<file path="config.mk">
export PLATFORM = sky130hd
export DESIGN_NAME = dual_width_timer
export DESIGN_NICKNAME = d
export VERILOG_FILES = /design/src/rtl/dwt_pkg.sv /design/src/rtl/dwt_regs.sv /design/src/rtl/dwt_core.sv /design/src/rtl/dwt_flag.sv /design/src/rtl/dual_width_timer.sv
export SDC_FILE = /design/constraint.sdc
export NUM_CORES = 1
export LEC_CHECK = 0
export BUFFER_PORTS_ARGS = -buffer_cell sky130_fd_sc_hd__buf_2
export CAP_MARGIN = 20
export CORE_UTILIZATION = 40
export CTS_BUF_LIST = sky130_fd_sc_hd__clkbuf_4 sky130_fd_sc_hd__clkbuf_8
export DETAILED_ROUTE_END_ITERATION = 16
export GPL_TIMING_DRIVEN = 1
export SLEW_MARGIN = 25
export SYNTH_ARGS = -nofsm -noshare
export SYNTH_HDL_FRONTEND = slang
export SYNTH_HIERARCHICAL = 1
export SYNTH_SLANG_ARGS = --single-unit
</file>
<file path="constraint.sdc">
create_clock -name clk -period 2.5 [get_ports clk]
set_clock_uncertainty 0.2 [all_clocks]
set_input_delay 0.25 -clock clk [delete_from_list [all_inputs] [get_ports clk]]
set_output_delay 0.25 -clock clk [all_outputs]
set_load 0.05 [all_outputs]
</file>
<file path="src/rtl/dwt_pkg.sv">
package dwt_pkg;
  localparam int ADDR_W = 3;
  localparam int NFLAG  = 3;
  localparam int FL_A   = 0;
  localparam int FL_B   = 1;
  localparam int FL_OV  = 2;

  typedef enum logic [ADDR_W-1:0] {
    RA_MODE   = 3'd0,
    RA_IEN    = 3'd1,
    RA_FLAGS  = 3'd2,
    RA_CNT_LO = 3'd3,
    RA_CNT_HI = 3'd4,
    RA_CA_LO  = 3'd5,
    RA_CA_HI  = 3'd6,
    RA_CB     = 3'd7
  } reg_addr_e;

  typedef struct packed {
    logic cap;
    logic wide;
    logic ctc;
  } mode_t;
endpackage

</file>
<file path="src/rtl/dwt_regs.sv">
module dwt_regs
  import dwt_pkg::*;
#(
  parameter int BW = 8,
  localparam int CW = 2 * BW
) (
  input  logic                clk,
  input  logic                rst_n,
  input  logic                wr,
  input  logic [ADDR_W-1:0]   addr,
  input  logic [BW-1:0]       wdata,
  output mode_t               mode,
  output logic [NFLAG-1:0]    ien,
  output logic [CW-1:0]       cmpa,
  output logic [BW-1:0]       cmpb,
  output logic                cnt_wr,
  output logic                cnt_load,
  output logic [CW-1:0]       load_val,
  output logic [NFLAG-1:0]    w1c
);
  logic [BW-1:0] stage_hi;
  reg_addr_e     ra;

  assign ra       = reg_addr_e'(addr);
  assign cnt_load = wr && (ra == RA_CNT_LO);
  assign cnt_wr   = cnt_load || (wr && (ra == RA_CNT_HI));
  assign load_val = {stage_hi, wdata};
  assign w1c      = (wr && (ra == RA_FLAGS)) ? wdata[NFLAG-1:0] : '0;

  always_ff @(posedge clk or negedge rst_n) begin
    if (!rst_n) begin
      mode     <= '0;
      ien      <= '0;
      cmpa     <= '0;
      cmpb     <= '0;
      stage_hi <= '0;
    end else if (wr) begin
      case (ra)
        RA_MODE:   mode          <= mode_t'(wdata[2:0]);
        RA_IEN:    ien           <= wdata[NFLAG-1:0];
        RA_CNT_HI: stage_hi      <= wdata;
        RA_CA_LO:  cmpa[BW-1:0]  <= wdata;
        RA_CA_HI:  cmpa[CW-1:BW] <= wdata;
        RA_CB:     cmpb          <= wdata;
        default: ;
      endcase
    end
  end
endmodule

</file>
<file path="src/rtl/dwt_core.sv">
module dwt_core
  import dwt_pkg::*;
#(
  parameter int BW = 8,
  localparam int CW = 2 * BW
) (
  input  logic             clk,
  input  logic             rst_n,
  input  logic             tick,
  input  mode_t            mode,
  input  logic [CW-1:0]    cmpa,
  input  logic [BW-1:0]    cmpb,
  input  logic             cnt_wr,
  input  logic             cnt_load,
  input  logic [CW-1:0]    load_val,
  output logic [CW-1:0]    count,
  output logic [NFLAG-1:0] set_ev,
  output logic             blk
);
  localparam logic [CW-1:0] MAX8  = {{BW{1'b0}}, {BW{1'b1}}};
  localparam logic [CW-1:0] MAX16 = '1;

  logic          wide, ctc_eff, step;
  logic [CW-1:0] cur, top, maxv, nxt;
  logic [BW-1:0] low_inc;
  logic          hit_a, hit_b;

  assign wide    = mode.wide;
  assign ctc_eff = mode.ctc && !mode.wide && !mode.cap;
  assign step    = tick && !cnt_wr;
  assign cur     = wide ? count : {{BW{1'b0}}, count[BW-1:0]};
  assign maxv    = wide ? MAX16 : MAX8;
  assign top     = wide ? MAX16 : (ctc_eff ? {{BW{1'b0}}, cmpa[BW-1:0]} : MAX8);
  assign low_inc = cur[BW-1:0] + 1'b1;

  always_comb begin
    if (cur == top)
      nxt = '0;
    else if (wide)
      nxt = cur + 1'b1;
    else
      nxt = {{BW{1'b0}}, low_inc};
  end

  assign hit_a = wide ? (cur == cmpa) : (cur[BW-1:0] == cmpa[BW-1:0]);
  assign hit_b = !wide && (cur[BW-1:0] == cmpb);

  assign set_ev[FL_A]  = step && !blk && hit_a;
  assign set_ev[FL_B]  = step && !blk && hit_b;
  assign set_ev[FL_OV] = step && (cur == maxv);

  always_ff @(posedge clk or negedge rst_n) begin
    if (!rst_n) begin
      count <= '0;
      blk   <= 1'b0;
    end else begin
      if (cnt_load)
        count <= wide ? load_val : {{BW{1'b0}}, load_val[BW-1:0]};
      else if (step)
        count <= nxt;

      if (cnt_wr)
        blk <= 1'b1;
      else if (tick)
        blk <= 1'b0;
    end
  end
endmodule

</file>
<file path="src/rtl/dwt_flag.sv">
module dwt_flag (
  input  logic clk,
  input  logic rst_n,
  input  logic set,
  input  logic clr,
  input  logic en,
  output logic flag,
  output logic req
);
  always_ff @(posedge clk or negedge rst_n) begin
    if (!rst_n)
      flag <= 1'b0;
    else
      flag <= (flag && !clr) || set;
  end

  assign req = flag && en;
endmodule

</file>
<file path="src/rtl/dual_width_timer.sv">
module dual_width_timer
  import dwt_pkg::*;
#(
  parameter int BYTE_W = 8,
  localparam int CNT_W = 2 * BYTE_W
) (
  input  logic                clk,
  input  logic                rst_n,
  input  logic                bus_valid,
  output logic                bus_ready,
  input  logic [ADDR_W-1:0]   bus_addr,
  input  logic [BYTE_W-1:0]   bus_wdata,
  input  logic                tick_en,
  input  logic [NFLAG-1:0]    irq_ack,
  output logic [CNT_W-1:0]    count,
  output logic [NFLAG-1:0]    flags,
  output logic [NFLAG-1:0]    irq
);
  mode_t              mode_q;
  logic [NFLAG-1:0]   ien, w1c, set_ev;
  logic [CNT_W-1:0]   cmpa, load_val;
  logic [BYTE_W-1:0]  cmpb;
  logic               cnt_wr, cnt_load, blk, wr;

  assign bus_ready = 1'b1;
  assign wr        = bus_valid && bus_ready;

  dwt_regs #(.BW(BYTE_W)) u_regs (
    .clk(clk), .rst_n(rst_n), .wr(wr), .addr(bus_addr), .wdata(bus_wdata),
    .mode(mode_q), .ien(ien), .cmpa(cmpa), .cmpb(cmpb),
    .cnt_wr(cnt_wr), .cnt_load(cnt_load), .load_val(load_val), .w1c(w1c)
  );

  dwt_core #(.BW(BYTE_W)) u_core (
    .clk(clk), .rst_n(rst_n), .tick(tick_en), .mode(mode_q),
    .cmpa(cmpa), .cmpb(cmpb), .cnt_wr(cnt_wr), .cnt_load(cnt_load),
    .load_val(load_val), .count(count), .set_ev(set_ev), .blk(blk)
  );

  for (genvar i = 0; i < NFLAG; i++) begin : g_flag
    dwt_flag u_flag (
      .clk(clk), .rst_n(rst_n), .set(set_ev[i]),
      .clr(irq_ack[i] || w1c[i]), .en(ien[i]),
      .flag(flags[i]), .req(irq[i])
    );
  end
endmodule

</file>
==> reports/metrics.csv <==
stage,metric,value,unit
grt,first_global_vias,2504,
route,drt_first_iter_violations,186,
critical_path,signal_arrival_time_at_the_worst_endpoint,2.26,ns
route,totalWireLength,8221,um
sta,min_period_over_period,0.8942,
clock_network,cts.reportedPaths.clkPinSlew,0.07,ns
synth,synth_largest_area_cell,sky130_fd_sc_hd__dfrtp_1,
die,chip_width,93.58,um
die,placeableCoreArea,0.008175,mm^2
clock_network,post_cts.resized_instances,0,
outcome,status,completed,
job,maxCapViolCount,0,
synth,netlist-cell-type-count,58,
critical_path,path_class,reg -> reg,
grt,antenna_found_initial,0,
placed_design,placed_area,0.003671,mm^2
sta,max_slew.worst_pin.slew,0.6408,ns
sta,slew_viol_final,0,
clock_network,clk_path_buf_depth,2,
critical_path,number_of_cells_on_the_worst_reg_to_reg_path,6,
sta,final.setup.tns,0,ns
synth,syn-num-nets,326,
sta,finalHoldViolCount,0,
critical_path,required,2.53,ns
layout,design_area,0.003890,mm^2
layout,insertedDiodeCount,0,
min_path,hold_path_cell_cnt,3,
grt,grt_first_pass_wirelength,13530,um
route,route.detailed.wl_per_inst,17.79,um
layout,area.growth.synth_to_final,15.96,%
critical_path,cp-start-kind,flip-flop,
grt,total_congestion_overflow_after_global_routing,0,
synth,synth-edff-count,0,
layout,fillCellCount,805,
synth,syn-cell-area,0.003354,mm^2
clock_network,cts-buffers-inserted,9,
clock_network,clock_tree_from_tritoncts,yes,
route,drtPass1Iterations,4,
route,ant_nets,0,
grt,grt_start_max_net_pins,34,
power_and_ir_drop,p_leak,1.792,nW
placed_design,routabilityCongestion,0.8615,
route,vias_per_cell,5.645,
critical_path,crit_fanout,13,
die,floorplan.die.height,93.58,um
min_path,hp-class,in -> reg,
synth,synthDominantCellAreaShare,0.4327,
layout,final_net_count,371,
die,placementRows,33,
route,drcViolationCount,0,
power_and_ir_drop,peakVddDrop,0.3221,mV
route,number_of_vias_in_the_routed_layout,2608,
synth,syn-instance-count,307,
layout,drive_above_1_share,0.3473,
power_and_ir_drop,p_per_cell_area,1006,mW/mm^2
sta,slew-limit-headroom,0.5715,
synth,synth.top_cells.by_area,"sky130_fd_sc_hd__dfrtp_1 43%, sky130_fd_sc_hd__mux2_2 10%, sky130_fd_sc_hd__mux2_4 3.6%",
synth,synth_flop_cell,sky130_fd_sc_hd__dfrtp_1,
sta,max_freq,0.4473,GHz
synth,postSynthRegisterBits,58,
synth,share_of_the_yosys_chip_area_belonging_to_registers,0.4327,
die,io_pins,41,
sta,grt_setup_unrepaired,no,
sta,number_of_setup_violations_in_the_final_report,0,
critical_path,sort_of_element_at_the_end_of_the_critical_path,flip-flop,
clock_network,cts.sinks,58,
clock_network,worst_skew_pair.late_latency,0.35,ns
placed_design,portBuffers,39,
sta,period_minus_slack,2.236,ns
grt,groute.usage.overall,0.2096,
synth,yosysWarningCount,6,
synth,synth-async-reset-ratio,1.000,
placed_design,dp_hpwl,5781,um
die,dieArea,0.008756,mm^2
die,initial_core_util,0.4103,
clock_network,post-cts-setup-buffers,0,
clock_network,cts-root-buf,sky130_fd_sc_hd__clkbuf_8,
clock_network,cts_htree_levels,3,
synth,syn_area_per_cell,10.93,um^2
## state kept, by name (all words and copies together) (netlist names)
signal / cells
g_flag.u_flag/flag: 3
u_regs/ien: 3
u_core/count: 16
u_regs/mode: 3
u_regs/cmpa: 16
u_core/blk: 1
u_regs/stage_hi: 8
u_regs/cmpb: 8
## path summary, 6_finish.rpt
kind	to	slack, ns	from
max in group asynchronous	g_flag[1].u_flag/flag$_DFF_PN0_	1.24	rst_n
max reg2reg	u_core/count[8]$_DFFE_PN0P_	0.26	u_core/count[2]$_DFFE_PN0P_
max	u_core/count[8]$_DFFE_PN0P_	0.26	u_core/count[2]$_DFFE_PN0P_
min in group asynchronous	u_core/count[9]$_DFFE_PN0P_	0.26	rst_n
min	u_core/count[7]$_DFFE_PN0P_	0.03	bus_wdata[7]
min reg2reg	u_regs/ien[1]$_DFFE_PN0P_	0.31	u_regs/ien[1]$_DFFE_PN0P_
## timing repair
action                                  in CTS  in global routing
endpoints found under the setup margin       0                  0
endpoints found under the hold margin       26                  0
hold buffers                                 2                  0
## cell families (layout without fill, tap and decap cells)
family	count (synthesis)	in the layout	synth area share
multiplexers	40	40	0.1425
flip-flops	58	58	0.4327
buffers and inverters	39	89	0.06639
XOR/XNOR	17	17	0.04439
other	1	1	0.001118
adder cells (fa/ha/maj)	1	1	0.003729
AO/OA/AOI/OAI	47	47	0.1007
AND/OR/NAND/NOR	104	104	0.2085
## stage by stage
stage          hold WS [ns]  power (mW)  cells  utilization  worst slack (ns)
4_1_cts             0.03924       3.940    462       0.4758            0.2865
2_1_floorplan       -0.2456       2.578    307            -            0.1070
3_5_place_dp         0.1104       3.051    444       0.4490            0.2627
3_3_place_gp         0.1111       3.018    444       0.4490            0.3151
5_1_grt             0.04697       4.155    462       0.4758           0.09792
6_report            0.03482       3.912    462       0.4758            0.2644
## critical path, stage by stage, from the launching register on
cell,delay [ns]
sky130_fd_sc_hd__dfrtp_1,0.45
sky130_fd_sc_hd__inv_1,0.15
sky130_fd_sc_hd__o2111ai_1,0.17
sky130_fd_sc_hd__nor4_1,0.37
sky130_fd_sc_hd__o211ai_2,0.35
sky130_fd_sc_hd__a41oi_1,0.34
sky130_fd_sc_hd__nand2_1,0.08
## power breakdown
group	switching, mW	internal [mW]
clock	0.403	0.472
combinational	0.991	0.615
sequential	0.250	1.18
## routing by layer
metal / GRT usage / wire (um) / up-vias
met5: 0 / 0 / -
met4: 0.1013 / 166 / 0
met3: 0.04553 / 438 / 11
met2: 0.3045 / 3724 / 82
met1: 0.2945 / 3892 / 1300
li1: - / - / 1215
## cell usage in the layout (no fill, tap or decap), types with 2 or more instances in the layout
master / Yosys / routed
sky130_fd_sc_hd__nor4_1: 12 / 12
sky130_fd_sc_hd__a41oi_1: 4 / 4
sky130_fd_sc_hd__mux2_2: 30 / 30
sky130_fd_sc_hd__buf_4: 11 / 16
sky130_fd_sc_hd__dfrtp_1: 58 / 58
sky130_fd_sc_hd__inv_1: 13 / 13
sky130_fd_sc_hd__a22o_1: 2 / 2
sky130_fd_sc_hd__a22oi_1: 7 / 7
sky130_fd_sc_hd__nor2_1: 5 / 5
sky130_fd_sc_hd__xor2_1: 8 / 8
sky130_fd_sc_hd__buf_2: 4 / 39
sky130_fd_sc_hd__nand3b_1: 2 / 2
sky130_fd_sc_hd__mux2i_1: 2 / 2
sky130_fd_sc_hd__nand2_1: 19 / 19
sky130_fd_sc_hd__or2_1: 3 / 3
sky130_fd_sc_hd__o21ai_0: 10 / 10
sky130_fd_sc_hd__buf_12: 0 / 2
sky130_fd_sc_hd__nand3_1: 6 / 6
sky130_fd_sc_hd__a21oi_1: 4 / 4
sky130_fd_sc_hd__clkinv_4: 0 / 2
sky130_fd_sc_hd__nor3_1: 6 / 6
sky130_fd_sc_hd__clkbuf_8: 0 / 9
sky130_fd_sc_hd__xnor2_1: 9 / 9
sky130_fd_sc_hd__nor4_4: 2 / 2
sky130_fd_sc_hd__mux2_4: 8 / 8
sky130_fd_sc_hd__dlygate4sd3_1: 0 / 2
sky130_fd_sc_hd__nand2b_1: 5 / 5
sky130_fd_sc_hd__and2_1: 9 / 9
sky130_fd_sc_hd__a21o_1: 4 / 4
sky130_fd_sc_hd__o311ai_0: 3 / 3
sky130_fd_sc_hd__nor4b_1: 4 / 4
sky130_fd_sc_hd__nand4_1: 8 / 8
sky130_fd_sc_hd__and4bb_2: 2 / 2
sky130_fd_sc_hd__o22ai_1: 3 / 3
sky130_fd_sc_hd__clkinvlp_4: 0 / 2
sky130_fd_sc_hd__a31oi_1: 3 / 3
sky130_fd_sc_hd__and3_1: 8 / 8
## layout make-up
class | count | area (um^2) | area share
multi-input cells | 210 | 1680 | 0.4320
flip-flops and latches | 58 | 1451 | 0.3731
repair buffers | 59 | 375.4 | 0.09649
clock buffers | 10 | 131.4 | 0.03377
well taps | 105 | 131.4 | 0.03377
clock inverters | 6 | 67.56 | 0.01737
inverters | 14 | 52.55 | 0.01351
## cell usage after synthesis, drive strengths merged (5+ instances only)
library cell / count
nand2: 19
nand2b: 5
nor3: 6
buf: 20
nor2: 5
xnor2: 9
nor4b: 5
nand4: 9
a22oi: 7
inv: 14
nor4: 14
and2: 10
o21ai: 11
mux2: 38
clkbuf: 5
dfrtp: 58
and3: 8
nand3: 6
xor2: 8
Power figures use the tool's default switching activity.
